## src/rtl/ffs_pkg.sv

```systemverilog
package ffs_pkg;
  typedef enum logic [2:0] {
    ST_IDLE, ST_HDR_REQ, ST_HDR_WAIT, ST_CHECK, ST_LINES
  } ffs_state_e;

  localparam logic [1:0] BUF_NONE  = 2'b11;
  localparam logic [1:0] PMODE_OFF = 2'd1;
  localparam logic [1:0] PMODE_RAW = 2'd2;
  localparam int unsigned HDR_LONG  = 512;
  localparam int unsigned HDR_SHORT = 32;

  // log2 of bits per pixel, 0 marks an unusable code
  function automatic logic [2:0] bpp_log2(input logic [2:0] code);
    case (code)
      3'd1:    return 3'd1;
      3'd2:    return 3'd2;
      3'd3:    return 3'd3;
      3'd4, 3'd5, 3'd6, 3'd7: return 3'd4;
      default: return 3'd0;
    endcase
  endfunction
endpackage

```

## src/rtl/ffs_geom.sv

```systemverilog
module ffs_geom
  import ffs_pkg::*;
#(
  parameter int AW   = 32,
  parameter int LW   = 10,
  parameter int LENW = LW + 5
) (
  input  logic [2:0]      code,
  input  logic            raw,
  input  logic [LW-1:0]   w_m1,
  input  logic [LW-1:0]   h_m1,
  input  logic [AW-1:0]   top,
  input  logic [AW-1:0]   bot,
  output logic            bad,
  output logic            ovf,
  output logic [AW-1:0]   off,
  output logic [LENW-1:0] stride
);
  // widened so offset + frame bytes and size + 2 never wrap (needs 2*LW+5 <= AW)
  localparam int EW = AW + 2;
  localparam int PW = 2 * LW + 2;

  logic [2:0]    l2;
  logic [LW:0]   w, h;
  logic [PW-1:0] pix;
  logic [EW-1:0] bytes, size, need;

  always_comb begin
    l2     = bpp_log2(code);
    bad    = (l2 == 3'd0);
    w      = {1'b0, w_m1} + 1'b1;
    h      = {1'b0, h_m1} + 1'b1;
    pix    = PW'(w) * PW'(h);
    bytes  = (EW'(pix) << l2) >> 3;
    if (raw)              off = '0;
    else if (code >= 3'd3) off = AW'(HDR_LONG);
    else                  off = AW'(HDR_SHORT);
    size   = EW'(bot - top);
    need   = EW'(off) + bytes;
    ovf    = need > (size + EW'(2));
    stride = (LENW'(w) << l2) >> 3;
  end
endmodule

```

## src/rtl/ffs_walker.sv

```systemverilog
module ffs_walker #(
  parameter int AW   = 32,
  parameter int LW   = 10,
  parameter int LENW = LW + 5
) (
  input  logic            clk,
  input  logic            rst_n,
  input  logic            load,
  input  logic            step,
  input  logic [AW-1:0]   base,
  input  logic [LW:0]     first,
  input  logic [LW:0]     lim,
  input  logic [LENW-1:0] stride,
  output logic [AW-1:0]   addr,
  output logic [LENW-1:0] len,
  output logic            last
);
  logic [AW-1:0]   addr_q, addr_d;
  logic [LW:0]     line_q, line_d, lim_q, lim_d;
  logic [LENW-1:0] str_q, str_d;

  always_comb begin
    addr_d = addr_q;
    line_d = line_q;
    lim_d  = lim_q;
    str_d  = str_q;
    if (load) begin
      addr_d = base + AW'(first * stride);
      line_d = first;
      lim_d  = lim;
      str_d  = stride;
    end else if (step) begin
      addr_d = addr_q + AW'(str_q);
      line_d = line_q + 1'b1;
    end
  end

  always_ff @(posedge clk or negedge rst_n) begin
    if (!rst_n) begin
      addr_q <= '0;
      line_q <= '0;
      lim_q  <= '0;
      str_q  <= '0;
    end else if (load || step) begin
      addr_q <= addr_d;
      line_q <= line_d;
      lim_q  <= lim_d;
      str_q  <= str_d;
    end
  end

  assign addr = addr_q;
  assign len  = str_q;
  assign last = (line_q + 1'b1) == lim_q;
endmodule

```

## src/rtl/frame_fetch_seq.sv

```systemverilog
module frame_fetch_seq
  import ffs_pkg::*;
#(
  parameter int AW = 32,
  parameter int LW = 10
) (
  input  logic            clk,
  input  logic            rst_n,
  input  logic            en_i,
  input  logic [1:0]      pal_mode_i,
  input  logic            dual_i,
  input  logic [1:0]      irq_mask_i,
  input  logic [LW-1:0]   width_m1_i,
  input  logic [LW-1:0]   height_m1_i,
  input  logic            sub_en_i,
  input  logic            sub_first_i,
  input  logic [LW-1:0]   sub_line_i,
  input  logic [AW-1:0]   buf0_top_i,
  input  logic [AW-1:0]   buf0_bot_i,
  input  logic [AW-1:0]   buf1_top_i,
  input  logic [AW-1:0]   buf1_bot_i,
  input  logic [3:0]      bound_ok_i,
  input  logic            frame_tick_i,
  output logic            rd_valid_o,
  input  logic            rd_ready_i,
  output logic [AW-1:0]   rd_addr_o,
  output logic [LW+4:0]   rd_len_o,
  output logic            rd_line_o,
  input  logic            pal_vld_i,
  input  logic [15:0]     pal_word_i,
  output logic            busy_o,
  output logic            active_o,
  output logic [1:0]      cur_buf_o,
  output logic [2:0]      cond_o,
  output logic            sync_err_o,
  output logic            frame_irq_o,
  output logic            err_irq_o
);
  localparam int LENW = LW + 5;

  ffs_state_e st_q, st_d;
  logic       en_q, act_q, act_d, sync_q, sync_d, raw_q, raw_d;
  logic       fint_q, fint_d, eint_q, eint_d;
  logic [1:0] cur_q, cur_d;
  logic [2:0] cond_q, cond_d, code_q, code_d;

  logic            en_rise, bound_bad, sel;
  logic [AW-1:0]   top_sel, bot_sel, g_off, w_addr;
  logic            g_bad, g_ovf, w_last, w_load, w_step, has_lines;
  logic [LENW-1:0] g_stride, w_len;
  logic [LW:0]     first_v, lim_v;

  assign en_rise   = en_i && !en_q;
  assign bound_bad = !bound_ok_i[0] || !bound_ok_i[1] ||
                     (dual_i && (!bound_ok_i[2] || !bound_ok_i[3]));
  assign sel       = cur_q[0];
  assign top_sel   = sel ? buf1_top_i : buf0_top_i;
  assign bot_sel   = sel ? buf1_bot_i : buf0_bot_i;

  assign first_v   = (sub_en_i && sub_first_i) ? {1'b0, sub_line_i} : '0;
  assign lim_v     = (sub_en_i && !sub_first_i) ? {1'b0, sub_line_i}
                                                : ({1'b0, height_m1_i} + 1'b1);
  assign has_lines = first_v < lim_v;

  ffs_geom #(.AW(AW), .LW(LW), .LENW(LENW)) u_geom (
    .code(code_q), .raw(raw_q), .w_m1(width_m1_i), .h_m1(height_m1_i),
    .top(top_sel), .bot(bot_sel), .bad(g_bad), .ovf(g_ovf),
    .off(g_off), .stride(g_stride)
  );

  ffs_walker #(.AW(AW), .LW(LW), .LENW(LENW)) u_walk (
    .clk(clk), .rst_n(rst_n), .load(w_load), .step(w_step),
    .base(top_sel + g_off), .first(first_v), .lim(lim_v), .stride(g_stride),
    .addr(w_addr), .len(w_len), .last(w_last)
  );

  always_comb begin
    st_d   = st_q;
    act_d  = act_q;
    sync_d = sync_q;
    raw_d  = raw_q;
    cur_d  = cur_q;
    cond_d = cond_q;
    code_d = code_q;
    fint_d = 1'b0;
    eint_d = 1'b0;
    w_load = 1'b0;
    w_step = 1'b0;
    if (!en_i) begin
      st_d   = ST_IDLE;
      act_d  = 1'b0;
      sync_d = 1'b0;
      cur_d  = BUF_NONE;
    end else if (en_rise) begin
      if (bound_bad) begin
        cond_d[2] = 1'b1;
        eint_d    = irq_mask_i[1];
      end else begin
        act_d = 1'b1;
        cur_d = 2'b00;
      end
    end else begin
      case (st_q)
        ST_IDLE:
          if (frame_tick_i && act_q && pal_mode_i != PMODE_OFF) begin
            raw_d = (pal_mode_i == PMODE_RAW);
            st_d  = (pal_mode_i == PMODE_RAW) ? ST_CHECK : ST_HDR_REQ;
          end
        ST_HDR_REQ:
          if (rd_ready_i) st_d = ST_HDR_WAIT;
        ST_HDR_WAIT:
          if (pal_vld_i) begin
            code_d = pal_word_i[14:12];
            st_d   = ST_CHECK;
          end
        ST_CHECK: begin
          st_d = ST_IDLE;
          if (g_bad) begin
            st_d = ST_IDLE;
          end else if (g_ovf) begin
            sync_d = 1'b1;
            act_d  = 1'b0;
          end else begin
            cond_d[sel] = 1'b1;
            fint_d      = irq_mask_i[0];
            if (dual_i) cur_d = {1'b0, ~sel};
            w_load = 1'b1;
            if (has_lines) st_d = ST_LINES;
          end
        end
        ST_LINES:
          if (rd_ready_i) begin
            w_step = 1'b1;
            if (w_last) st_d = ST_IDLE;
          end
        default: st_d = ST_IDLE;
      endcase
    end
  end

  always_ff @(posedge clk or negedge rst_n) begin
    if (!rst_n) begin
      st_q   <= ST_IDLE;
      en_q   <= 1'b0;
      act_q  <= 1'b0;
      sync_q <= 1'b0;
      raw_q  <= 1'b0;
      cur_q  <= BUF_NONE;
      cond_q <= '0;
      code_q <= '0;
      fint_q <= 1'b0;
      eint_q <= 1'b0;
    end else begin
      st_q   <= st_d;
      en_q   <= en_i;
      act_q  <= act_d;
      sync_q <= sync_d;
      raw_q  <= raw_d;
      cur_q  <= cur_d;
      cond_q <= cond_d;
      code_q <= code_d;
      fint_q <= fint_d;
      eint_q <= eint_d;
    end
  end

  assign rd_valid_o  = (st_q == ST_HDR_REQ) || (st_q == ST_LINES);
  assign rd_line_o   = (st_q == ST_LINES);
  assign rd_addr_o   = (st_q == ST_HDR_REQ) ? top_sel : w_addr;
  assign rd_len_o    = (st_q == ST_HDR_REQ) ? LENW'(HDR_LONG) : w_len;
  assign busy_o      = (st_q != ST_IDLE);
  assign active_o    = act_q;
  assign cur_buf_o   = cur_q;
  assign cond_o      = cond_q;
  assign sync_err_o  = sync_q;
  assign frame_irq_o = fint_q;
  assign err_irq_o   = eint_q;
endmodule

```

## config.mk

```make
export PLATFORM = sky130hd
export DESIGN_NAME = frame_fetch_seq
export DESIGN_NICKNAME = d
export VERILOG_FILES = /design/src/rtl/ffs_pkg.sv /design/src/rtl/ffs_geom.sv /design/src/rtl/ffs_walker.sv /design/src/rtl/frame_fetch_seq.sv
export SDC_FILE = /design/constraint.sdc
export NUM_CORES = 1
export LEC_CHECK = 0
export BUFFER_PORTS_ARGS = -buffer_cell sky130_fd_sc_hd__buf_2
export CAP_MARGIN = 10
export CORE_MARGIN = 5
export CORE_UTILIZATION = 43
export DETAILED_ROUTE_END_ITERATION = 12
export PLACE_DENSITY_LB_ADDON = 0.25
export SYNTH_ARGS = -nofsm -noshare
export SYNTH_HDL_FRONTEND = slang
export SYNTH_SLANG_ARGS = --single-unit
```

## constraint.sdc

```tcl
create_clock -name clk -period 12.1 [get_ports clk]
set_clock_uncertainty 0.05 [all_clocks]
set_input_delay 2.42 -clock clk [delete_from_list [all_inputs] [get_ports clk]]
set_output_delay 2.42 -clock clk [all_outputs]
set_load 0.01 [all_outputs]
```

# ---- Yosys cells after proc, flatten, opt, wreduce, memory -nomap -nowiden
# Cells that the tools add are included.
dict set report word_totals {
  mem_bits_rw 0
  romBits 0
  word_cells 171
  input_bits 191
  latchBits 0
  memories 0
  regBits 83
}
dict set report op_classes {
  order_cmp 5
  n_shift 2
  n_bitwise 5
  multipliers 2
  add_sub_neg 9
  n_eq_ne 32
  reduce_logical 34
  n_div 0
  mux 67
}
# cell count
set ops {}
lappend ops {{2-to-1 mux 32 bit} 6}
lappend ops {{2-to-1 mux 3 bit} 13}
lappend ops {{adder 34 x 2 -> 34 bit, second input constant} 1}
lappend ops {{greater-than comparator 34 bit} 1}
lappend ops {{<< shifter 22 x 3 -> 34 bit} 1}
lappend ops {{adder 32 x 31 -> 33 bit} 1}
lappend ops {{2-to-1 mux 11 bit} 3}
lappend ops {{subtractor 32 x 32 -> 33 bit} 1}
lappend ops {{adder 32 x 12 -> 32 bit} 1}
lappend ops {{adder 32 x 26 -> 32 bit} 1}
lappend ops {{adder 32 bit} 1}
lappend ops {{2-to-1 mux 1 bit} 31}
lappend ops {{adder 10 x 1 -> 11 bit, second input constant} 2}
lappend ops {{multiplier 10 x 12 -> 22 bit} 1}
lappend ops {{multiplier 11 x 11 -> 22 bit} 1}
lappend ops {{inequality test 3 bit, second input constant} 7}
lappend ops {{2-to-1 mux 10 bit} 2}
lappend ops {{2-to-1 mux 2 bit} 8}
lappend ops {{AND reduction 4 bit} 4}
lappend ops {{== test 3 bit, second input constant} 5}
lappend ops {{case mux 3 bit (5 select lines)} 1}
lappend ops {{AND reduction 5 bit} 3}
lappend ops {{<< shifter 11 x 3 -> 15 bit} 1}
lappend ops {{== test 3 x 2 -> 1 bit, second input constant} 4}
lappend ops {{26 further kinds} 56}

# ---- Longest topological paths before layout
# Gate-level depths: netlist of the first run.
dict set report depth {
  ltp_word 13
  ltp_mapped 48
  mapped_depth_nobuf 45
}

# ---- Modules after synthesis
# A second synthesis of the first run with hierarchy kept.
dict set report unflattened {
  hier_cells 3079
  area_unflattened_um2 24454.7
}
# module area_per_inst_um2 instances cells_each seq_area_each_um2
set by_module_without_submodules {}
lappend by_module_without_submodules {ffs_walker 10378.7 1 1193 1726.7}
lappend by_module_without_submodules {ffs_geom 9781.9 1 1356 0.0}
lappend by_module_without_submodules {frame_fetch_seq 4294.1 1 530 427.9}

# ---- Least setup slack after synthesis of the first run
# OpenSTA, ideal clock, no wires.
dict set report synth_path {
  kind {input port to flip-flop}
  from {in width_m1_i[2]}
  to {reg u_walk.str_q[11], in the netlist u_walk.len[11]}
  arrival_ns 12.110
  setup_slack_ns -0.186
  path_stages 45
  required_time_ns 11.925
  setup_time_ns 0.125
  path_cell_list {clkbuf_1 > nand3_1 > nor2_1 > nand2_1 > xnor2_1 > nand2_1 > fa_1 > fa_1 > fa_1 > inv_1 > fa_1 > inv_1 > fa_1 > inv_1 > ha_1 > clkbuf_1 > o211a_1 > a221o_1 > (+9 left out) > a41oi_1 > a21o_1 > or2_1 > nor4_1 > xnor2_1 > ha_1 > a21o_1 > a21o_1 > a21oi_1 > o21ai_0 > nand3_1 > nand2_1 > a221oi_1 > a41o_1 > a311oi_2 > a311oi_2 > buf_4 > mux2_4}
}
dict set report synth_via {
  elab_chain_len 12
  elab_cells_between_ends 13
  cone_classes {2 x add/sub; 1 x mul; 1 x order compare; 2 x shift; 5 x mux; 2 x reduce/logical}
}
# element line_no
set synth_rtl {}
lappend synth_rtl {{from (decl)} frame_fetch_seq.sv:13} ;# input logic [LW-1:0] width_m1_i,
lappend synth_rtl {{adder 10 x 1 -> 11 bit (*)} ffs_geom.sv:31} ;# w = {1'b0, w_m1} + 1'b1;
lappend synth_rtl {{multiplier 11 x 11 -> 22 bit} ffs_geom.sv:33} ;# pix = PW'(w) * PW'(h);
lappend synth_rtl {{<< shifter 22 x 3 -> 34 bit} ffs_geom.sv:34} ;# bytes = (EW'(pix) << l2) >> 3;
lappend synth_rtl {{adder 32 x 31 -> 33 bit} ffs_geom.sv:39} ;# need = EW'(off) + bytes;
lappend synth_rtl {{greater-than comparator 34 bit} ffs_geom.sv:40} ;# ovf = need > (size + EW'(2));
lappend synth_rtl {{2-to-1 mux 1 bit} frame_fetch_seq.sv:120} ;# end else if (g_ovf) begin
lappend synth_rtl {{2-to-1 mux 1 bit} frame_fetch_seq.sv:118} ;# if (g_bad) begin
lappend synth_rtl {{2-to-1 mux 1 bit} frame_fetch_seq.sv:103} ;# case (st_q)
lappend synth_rtl {{2-to-1 mux 1 bit} frame_fetch_seq.sv:94} ;# end else if (en_rise) begin
lappend synth_rtl {{2-to-1 mux 1 bit} frame_fetch_seq.sv:89} ;# if (!en_i) begin
lappend synth_rtl {{logical OR 1 bit} ffs_walker.sv:44} ;# end else if (load || step) begin
lappend synth_rtl {{AND reduction 2 bit (no line)} -}
lappend synth_rtl {{to (signal assigned)} ffs_walker.sv:48} ;# str_q <= str_d;
lappend synth_rtl {{to (decl)} ffs_walker.sv:20} ;# logic [LENW-1:0] str_q, str_d;
# Mark *: on every way between the ends. The rest lies on a longest branch, timed or not.
# A chain may end at the register's enable or synchronous reset.

# ---- Final worst setup path of the first run
dict set report layout_path {
  from {in width_m1_i[0]}
  to {reg u_walk.str_q[3], in the netlist u_walk.len[3]}
}
# Same word-level chain as after synthesis.

==> out/metrics.cfg, run 1 <==
[status]
status = complete, no violations

[cts]
cts-hold-fix-buffers = 0
clk_path_buf_depth = 2
clock_latency_ns = 0.37
path_clk_slew_ns = 0.07
root_buffer = clkbuf_16
htree_levels = 3
cts_buffers = 9
cts_tree = yes
cts.sinks = 83

[sta]
hold_ws_ns = 0.428
fin_crit_ns = 11.89
relSlewSlack_pct = 19.6
fin_crit_sh_pct = 98.3
setup_viol = 0
hold_viol = 0
fmax_mhz = 84.1
worst-slew-pin-transition_ns = 1.19
fin_setup_tns_ns = 0
finalMaxSlewViolations = 0

[grt]
first_global_vias = 19800
grt.overflow.total = 0
grt_max_degree = 77
grt-busiest-layer = met2
antenna_found_initial = 4
grt_pass1_wl_um = 108000
met1_usage_pct = 34.3
met3_usage_pct = 3.78
track_usage_pct = 25.6
grtUsageMet2_pct = 43.3

[route]
avgViaCountPerCell = 5.63
drt-pass1-iter-count = 7
wl_um = 69700
dr_total_vias = 20100
drc = 0
wl_per_cell_um = 19.6
drt_iter0_markers = 1299
ant_nets = 0

[logic_synthesis]
yosysWarnings = 0
synth_edf_count = 0
synth.distinct_cells = 88
async_flop_share_pct = 100
synth_seq_cells = 83
synth_common_cells = 295 x nand2_1, 293 x inv_1, 246 x ha_1
syn_inst = 2606
ys_seq_area_share_pct = 10.2
yosysMostFrequentCell = nand2_1
avgSynthCellArea_um2 = 7.83
synth_area_mm2 = 0.0204
synth_area_leaders = fa_1 16%, ha_1 15%, dfrtp_1 9.9%
synthFlopType = dfrtp_1
synth_top_area_share_pct = 16.0
yosys.area.top_type = fa_1

[power]
power_mw = 4.45
power.share.clock_pct = 7.2
p_int_mw = 2.28
ir_worst_vdd_mv = 0.239
seqPwrFrac_pct = 6.5
p_comb_share_pct = 86.4
p_sw_mw = 2.17
pwr_density_cell_mw_per_mm2 = 182
leakage_nw = 12.6
switching_share_pct = 48.7

[final_layout]
num-fill-cells = 4454
final_nets = 3549
syn_to_final_growth_pct = 19.4
layout-drive-gt1-share_pct = 20.1

[critical_path]
crit_path_top_delay_cell = fa_1
required_ns = 12.30
worstPathMaxFanout = 8
crit_top_cell = buf_4
end_kind = flip-flop
r2r_start = code_q[2]
cp.arrival_ns = 12.09
crit_path_start_kind = input port
cp_slowest_stage_delay_ns = 0.65
critPathKind = in -> reg
rrSetupSlack_ns = 1.79
r2r.worst_path.cells = 38
r2r_end = u_walk.addr[31]

[die]
dieHeight_um = 228
core_mm2 = 0.0468
placementRows = 79
io_pins = 250
start_util_pct = 43.6
die_width_um = 228
dieArea_mm2 = 0.0519

[place]
io_buffers = 233
place_congestion = 1.00
post-dp-hpwl_um = 56800

[job]
maxCapViolations = 0

[hold_path]
whs_path_depth = 1
hp-start = cond_o[2]
hold_class = reg -> reg
hold_end = cond_o[2]

cells by family (layout without fill, tap and decap cells):
group	after synthesis	after routing	share of synthesized area [%]
buffers and inverters	399	741	7.64
DFF	83	83	10.2
other	1	7	0.0184
adders and majority gates	409	409	31.1
and+or+nand+nor	905	905	20.9
AOI/OAI and AO/OA	511	511	16.2
muxes	116	116	6.20
xor gates and xnor gates	182	182	7.81
metal layers:
layer / vias up / share of wire (%)
met3: 99 / 6.6
met4: 4 / 3.3
met2: 738 / 47
met5: - / 0.030
li1: 9557 / -
met1: 9659 / 43
cell type report:
| cell class | count | area [um^2] | area share, % |
|---|---|---|---|
| Multi-Input combinational cell | 2129 | 17300 | 70.8 |
| Timing Repair Buffer | 431 | 2850 | 11.7 |
| Sequential cell | 83 | 2080 | 8.55 |
| Inverter | 295 | 1110 | 4.54 |
| Tap cell | 607 | 759 | 3.12 |
| Clock buffer | 11 | 243 | 0.996 |
| Clock inverter | 4 | 73.8 | 0.303 |
| Antenna cell | 1 | 2.50 | 0.0103 |
sequential cells by signal (all words and copies together), names as in the netlist:
name / count
u_walk.lim_q: 11
cond_o: 3
u_walk.line_q: 11
en_q: 1
u_walk.addr: 32
cur_buf_o: 2
err_irq_o: 1
raw_q: 1
code_q: 3
u_walk.len: 12
sync_err_o: 1
st_q: 3
frame_irq_o: 1
active_o: 1
critical path, delay by kind of cell:
family | cells | cell delay (ns)
muxes | 1 | 0.32
AOI/OAI and AO/OA | 14 | 2.68
and+or+nand+nor | 10 | 1.65
xor gates and xnor gates | 3 | 0.45
adders and majority gates | 8 | 3.13
buffers and inverters | 9 | 1.41
power by group through the flow:
stage	registers, mW	logic [mW]	clock network (mW)
detailed placement	0.292	3.47	0
floorplan	0.287	2.24	0
global route	0.287	4.27	0.334
global placement	0.292	3.41	0
finish	0.287	3.84	0.319
CTS	0.287	3.52	0.324
timing repair:
action,CTS,global route
resized for setup,7,88
pin swaps,2,55
gates cloned,2,3
setup endpoints to repair,42,74
setup buffers,2,16
how the worst max path moves through the flow:
stage | cells after the start | slack (ns) | end | from
floorplan | 45 | 0.01 | u_walk.len[11] | width_m1_i[2]
CTS | 48 | -0.02 | u_walk.line_q[7] | width_m1_i[0]
finish | 45 | 0.21 | u_walk.len[3] | width_m1_i[0]
global placement | 45 | -0.32 | u_walk.addr[31] | height_m1_i[0]
global route | 45 | -0.18 | u_walk.len[3] | width_m1_i[0]
detailed placement | 44 | -0.41 | u_walk.lim_q[3] | height_m1_i[0]
cells in the final DEF, fill, tap and decap left out, types with 51 or more instances in the layout:
cell type / count
inv_1: 292
nand2_1: 292
ha_1: 240
nor2_1: 234
buf_2: 231
buf_4: 183
fa_1: 160
a21oi_1: 148
xnor2_1: 102
o21ai_0: 100
dfrtp_1: 81
xor2_1: 71
nor3_1: 62
mux2i_1: 61
nand3_1: 56
a21o_1: 51
per-stage QoR:
step | instance area (um^2) | setup WS, ns | cells | util, %
3_5_place_dp | 23300 | -0.412 | 3522 | 49.8
5_1_grt | 24400 | -0.176 | 3560 | 52.1
2_1_floorplan | 20400 | 0.0129 | 2611 | -
4_1_cts | 23700 | -0.0174 | 3541 | 50.8
6_report | 24400 | 0.211 | 3561 | 52.1
3_3_place_gp | 23300 | -0.324 | 3522 | 49.8
No activity file was read; power rests on OpenSTA's default activity.
==> run 2, diff against run 1 <==
--- a/config.mk
+++ b/config.mk
@@ -5,8 +5,9 @@
 export SDC_FILE = /design/constraint.sdc
 export NUM_CORES = 1
 export LEC_CHECK = 0
+export ABC_AREA = 1
 export BUFFER_PORTS_ARGS = -buffer_cell sky130_fd_sc_hd__buf_2
-export CAP_MARGIN = 10
+export CAP_MARGIN = 30
 export CORE_MARGIN = 5
 export CORE_UTILIZATION = 43
 export DETAILED_ROUTE_END_ITERATION = 12
==> out/metrics.cfg, run 2 <==
[power]
p_sw_mw = 3.68  ; +70%
ir_worst_vdd_mv = 0.168  ; -30%
switching_share_pct = 59.4  ; +11 points
p_int_mw = 2.51  ; +10%
leakage_nw = 14.0  ; +11%
pwr_density_cell_mw_per_mm2 = 253  ; +39%
p_comb_share_pct = 87.1  ; +0.7 points
power.share.clock_pct = 4.5  ; -2.7 points
seqPwrFrac_pct = 8.4  ; +1.9 points

[logic_synthesis]
syn_inst = 3458  ; +33%
ys_seq_area_share_pct = 9.56  ; -0.63 points
yosys.area.top_type = nand2_1
synth.distinct_cells = 50  ; -43%
synth_top_area_share_pct = 17.9  ; +1.9 points
async_flop_share_pct = 100  ; unchanged
yosysMostFrequentCell = nand2_1
synth_edf_count = 0  ; unchanged
yosysWarnings = 0  ; unchanged
synth_common_cells = 1037 x nand2_1, 606 x inv_1, 321 x nor2_1
synth_seq_cells = 83  ; unchanged
synth_area_mm2 = 0.0217  ; +6.6%
avgSynthCellArea_um2 = 6.29  ; -20%
synth_area_leaders = nand2_1 18%, fa_1 15%, ha_1 14%
synthFlopType = dfrtp_1

[place]
io_buffers = 233  ; unchanged
dpl.cell_count = 4389  ; +25%
post-dp-hpwl_um = 59600  ; +5.0%
place_congestion = 0.954  ; -4.6%
pre_cts_ws_ns = 0.379  ; +0.791 ns

[critical_path]
critPathBufInv = 11  ; +2
cp_slowest_stage_delay_ns = 0.59  ; -0.06 ns
crit_family = adder cells
end_kind = flip-flop
required_ns = 12.37  ; +0.07 ns
worstPathMaxFanout = 50  ; +42
rrSetupSlack_ns = 2.17  ; +0.38 ns
r2r_end = u_walk.addr[28]
r2r_start = code_q[2]
crit_path_top_delay_cell = fa_1
cp.arrival_ns = 11.60  ; -0.49 ns
crit_path_start_kind = input port
r2r.worst_path.cells = 44  ; +16%
critPathKind = in -> reg
crit_top_cell = nand2_1

[route]
drc = 0  ; unchanged
ant_nets = 0  ; unchanged
dr_total_vias = 22500  ; +12%
avgViaCountPerCell = 5.11  ; -9.2%
drt-pass1-iter-count = 5  ; -2
drt_iter0_markers = 1575  ; +21%
wl_um = 70400  ; +1.1%
wl_per_cell_um = 16.0  ; -18%

[hold_path]
hold_end = cur_buf_o[1]
hp-start = cur_buf_o[1]
whs_path_depth = 2  ; +1
hold_class = reg -> reg

[die]
io_pins = 250  ; unchanged
start_util_pct = 43.4  ; -0.21 points
dieArea_mm2 = 0.0552  ; +6.3%
core_mm2 = 0.0501  ; +7.1%
placementRows = 82  ; +3.8%
die_width_um = 235  ; +3.1%
dieHeight_um = 235  ; +3.1%

[grt]
antenna_found_initial = 2  ; -2
grt_pass1_wl_um = 112000  ; +3.3%
track_usage_pct = 24.9  ; -0.67 points
grt_max_degree = 66  ; -14%
first_global_vias = 21000  ; +5.9%
grt.overflow.total = 0  ; unchanged

[cts]
htree_levels = 3  ; unchanged
cts-hold-fix-buffers = 0  ; unchanged
cts_buffers = 9  ; unchanged
cts.sinks = 83  ; unchanged
cts_tree = yes
root_buffer = clkbuf_16
path_clk_slew_ns = 0.07  ; about the same
clock_latency_ns = 0.39  ; +0.02 ns
clk_path_buf_depth = 2  ; unchanged

[final_layout]
layout-drive-gt1-share_pct = 11.3  ; -8.8 points
syn_to_final_growth_pct = 12.7
final_common_cell = nand2_1
num-fill-cells = 5335  ; +20%
mostFrequentLayoutCells = 1037 x nand2_1, 605 x inv_1, 320 x nor2_1
final_util_pct = 48.9  ; -3.2 points
stdcell_count = 4408  ; +24%
final_nets = 4330  ; +22%
largest_reg_flops = 32  ; unchanged

[sta]
fmax_mhz = 88.2  ; +4.9%
hold_viol = 0  ; unchanged
setup_viol = 0  ; unchanged
finalMaxSlewViolations = 0  ; unchanged
fin_crit_sh_pct = 93.7  ; -4.6 points
fin_setup_tns_ns = 0  ; unchanged
relSlewSlack_pct = 26.8  ; +7.2 points
fin_crit_ns = 11.34  ; -0.553 ns
rsz0062_at_grt = false
worst-slew-pin-transition_ns = 1.09  ; -0.104 ns
worst_slack_ns = 0.764  ; +0.553 ns

[status]
status = complete, no violations

[job]
maxCapViolations = 0  ; unchanged

[run 2: timing repair]
item                                    in CTS  in global routing
endpoints found under the setup margin       0                 53
resized for setup                            0                  7
endpoints found under the hold margin        0                  0
buffers inserted                             0                  1
[run 2: per-stage QoR]
step | power (mW) | area [um^2] | hold WS [ns]
detailed placement | 5.84 | 24200 | 0.406
global placement | 5.80 | 24200 | 0.398
finish | 6.20 | 24500 | 0.413
floorplan | 4.34 | 21800 | 0.419
CTS | 6.15 | 24500 | 0.415
global route | 6.96 | 24500 | 0.436
[run 2: routing by layer]
layer,vias up,wire length (um),global-route usage (%)
met4,0,1510,5.88
li1,11300,-,-
met1,10400,32600,35.5
met5,-,0,0
met3,83,4860,4.28
met2,664,31400,39.5
[run 2: cells by family after synthesis]
group           after synthesis  share of synthesized area, %
simple gates               1733                          33.2
mux                          10                         0.460
compound gates              375                          9.20
xor+xnor                    147                          5.95
fa+ha+maj                   409                          29.2
buf+inv                     700                          12.4
flops                        83                          9.56
other cells                   1                        0.0172
[run 2: worst max-delay path by stage]
stage | startpoint | end | cells past startpoint
final | height_m1_i[0] | u_walk.lim_q[6] | 52
after detailed placement | height_m1_i[0] | u_walk.lim_q[6] | 53
after CTS | height_m1_i[0] | u_walk.lim_q[6] | 53
after floorplan | width_m1_i[0] | u_walk.addr[18] | 53
after global routing | height_m1_i[0] | u_walk.addr[8] | 55
after global placement | height_m1_i[0] | u_walk.lim_q[6] | 53
[run 2: layout make-up]
cell class | instances | area, um^2 | area share [%]
Multi-Input combinational cell | 2680 | 17000 | 69.4
Tap cell | 672 | 841 | 3.43
Clock buffer | 10 | 229 | 0.935
Sequential cell | 83 | 2080 | 8.49
Timing Repair Buffer | 336 | 1970 | 8.05
Inverter | 620 | 2330 | 9.51
Antenna cell | 2 | 5.00 | 0.0204
Clock inverter | 5 | 38.8 | 0.158
[run 2: worst min-delay path, cell delays in order, from the launching register on]
cell and delay [ns]:
dfstp_2 0.36, nand2_1 0.05, nand2_1 0.04
[run 2: power by group through the flow]
stage	Sequential [mW]	Combinational, mW	Clock (mW)
final	0.519	5.40	0.278
after global routing	0.532	6.14	0.294
after CTS	0.516	5.35	0.285
after detailed placement	0.519	5.32	0
after global placement	0.520	5.28	0
after floorplan	0.471	3.87	0
==> run 3, diff against run 2 <==
--- a/config.mk
+++ b/config.mk
@@ -11,7 +11,6 @@
 export CORE_MARGIN = 5
 export CORE_UTILIZATION = 43
 export DETAILED_ROUTE_END_ITERATION = 12
-export PLACE_DENSITY_LB_ADDON = 0.25
 export SYNTH_ARGS = -nofsm -noshare
 export SYNTH_HDL_FRONTEND = slang
 export SYNTH_SLANG_ARGS = --single-unit
==> out/metrics.cfg, run 3 (same netlist as run 2, synthesis figures left out) <==
[final_layout]
layout-drive-gt1-share_pct = 11.4  ; +0.12 points
antenna_cells = 0  ; -2
multi_input_area_mm2 = 0.0170  ; about the same
mostFrequentLayoutCells = 1037 x nand2_1, 605 x inv_1, 319 x nor2_1
seq_area_mm2 = 0.00208  ; unchanged
syn_to_final_growth_pct = 12.9
final_nets = 4333  ; +0.069%
final_common_cell = nand2_1
num-fill-cells = 5448  ; +2.1%
largest_reg_flops = 32  ; unchanged

[critical_path]
crit_path_top_delay_cell = fa_1
required_ns = 12.34  ; -0.03 ns
crit_path_start_kind = input port
r2r_end = u_walk.addr[28]
end_kind = flip-flop
cp.arrival_ns = 11.54  ; -0.06 ns
rrSetupSlack_ns = 1.91  ; -0.26 ns
r2r.worst_path.cells = 47  ; +6.8%
cp_slowest_stage_delay_ns = 0.55  ; -0.04 ns
worstPathMaxFanout = 56  ; +12%
crit_top_cell = nand2_1
r2r_start = code_q[2]
critPathKind = in -> reg

[grt]
antenna_found_initial = 1  ; -1
track_usage_pct = 25.4  ; +0.51 points
grt.overflow.total = 0  ; unchanged
grt_pass1_wl_um = 114000  ; +2.0%
grt_max_degree = 69  ; +4.5%
first_global_vias = 21000  ; +0.26%

[sta]
rsz0062_at_grt = false
setup_viol = 0  ; unchanged
hold_viol = 0  ; unchanged
finalMaxSlewViolations = 0  ; unchanged
hold_ws_ns = 0.416  ; +0.00285 ns
relSlewSlack_pct = 29.3  ; +2.5 points
fin_crit_sh_pct = 93.4  ; -0.29 points
fin_setup_tns_ns = 0  ; unchanged
worst-slew-pin-transition_ns = 1.05  ; -0.0365 ns
fmax_mhz = 88.5  ; +0.31%
fin_crit_ns = 11.30  ; -0.0353 ns

[place]
post-dp-hpwl_um = 61200  ; +2.7%
io_buffers = 233  ; unchanged
place_congestion = 0.959  ; +0.49%

[route]
drt_iter0_markers = 1518  ; -3.6%
dr_total_vias = 22400  ; -0.47%
ant_nets = 0  ; unchanged
drc = 0  ; unchanged
wl_per_cell_um = 16.3  ; +2.1%
avgViaCountPerCell = 5.09  ; -0.52%
wl_um = 71900  ; +2.2%
drt-pass1-iter-count = 5  ; unchanged

[status]
status = complete, no violations

[cts]
clock_latency_ns = 0.39  ; about the same
cts.sinks = 83  ; unchanged
postCtsSetupBuffers = 0  ; unchanged
htree_levels = 3  ; unchanged
cts-hold-fix-buffers = 0  ; unchanged
clk_path_buf_depth = 2  ; unchanged
cts_resized = 0  ; unchanged
root_buffer = clkbuf_16
path_clk_slew_ns = 0.08  ; about the same
cts_tree = yes
cts_buffers = 9  ; unchanged

[power]
leakage_nw = 14.0  ; +0.27%
ir_worst_vdd_mv = 0.169  ; +0.64%
power_mw = 6.21  ; +0.16%
pwr_density_cell_mw_per_mm2 = 253  ; about the same

[hold_path]
hp-start = cond_o[2]
hold_end = cond_o[2]
whs_path_depth = 1  ; -1
hold_class = reg -> reg

[die]
die_width_um = 235  ; unchanged
dieHeight_um = 235  ; unchanged
dieArea_mm2 = 0.0552  ; unchanged
io_pins = 250  ; unchanged
placementRows = 82  ; unchanged
start_util_pct = 43.4  ; unchanged
core_mm2 = 0.0501  ; unchanged

[job]
maxCapViolations = 0  ; unchanged

run 3: metrics by stage:
step                cell area [um^2]  setup slack, ns  util (%)  std cells
finish                         24600            0.799      49.1       4410
global route                   24600           0.0152      49.1       4410
CTS                            24500            0.713      49.0       4409
detailed placement             24200            0.308      48.4       4393
global placement               24200            0.340      48.3       4385
floorplan                      21800             1.12         -       3463
run 3: layer usage:
layer  share of wire [%]  global-route usage [%]
met1                  47                    36.6
met2                  45                    41.2
met3                 6.5                    4.00
met4                 1.4                    4.07
met5                   0                       0
run 3: power by group:
part	internal [mW]	switching, mW
registers	0.384	0.141
logic	2.00	3.39
clock network	0.149	0.152
total	2.53	3.68
run 3: cell type report:
class | count | share of cell area (%)
inverter | 620 | 9.48
multi-input combinational | 2680 | 69.3
sequential | 83 | 8.47
clock inverter | 6 | 0.219
timing repair buffer | 339 | 8.17
tap | 672 | 3.42
clock buffer | 10 | 0.973
run 3: worst max path at each step:
stage,startpoint,endpoint,slack (ns),depth (start not counted)
floorplan,width_m1_i[0],u_walk.addr[18],1.12,53
global placement,height_m1_i[0],u_walk.addr[30],0.34,54
detailed placement,width_m1_i[2],u_walk.addr[30],0.31,55
CTS,width_m1_i[0],u_walk.addr[28],0.71,51
global route,width_m1_i[0],u_walk.addr[24],0.02,51
finish,width_m1_i[2],u_walk.addr[31],0.80,55
run 3: worst max-delay path: cells and delay by family:
family	cells	cell delay (ns)
xor+xnor	3	0.55
simple gates	25	2.68
fa+ha+maj	8	3.30
buf+inv	11	1.23
compound gates	8	1.30
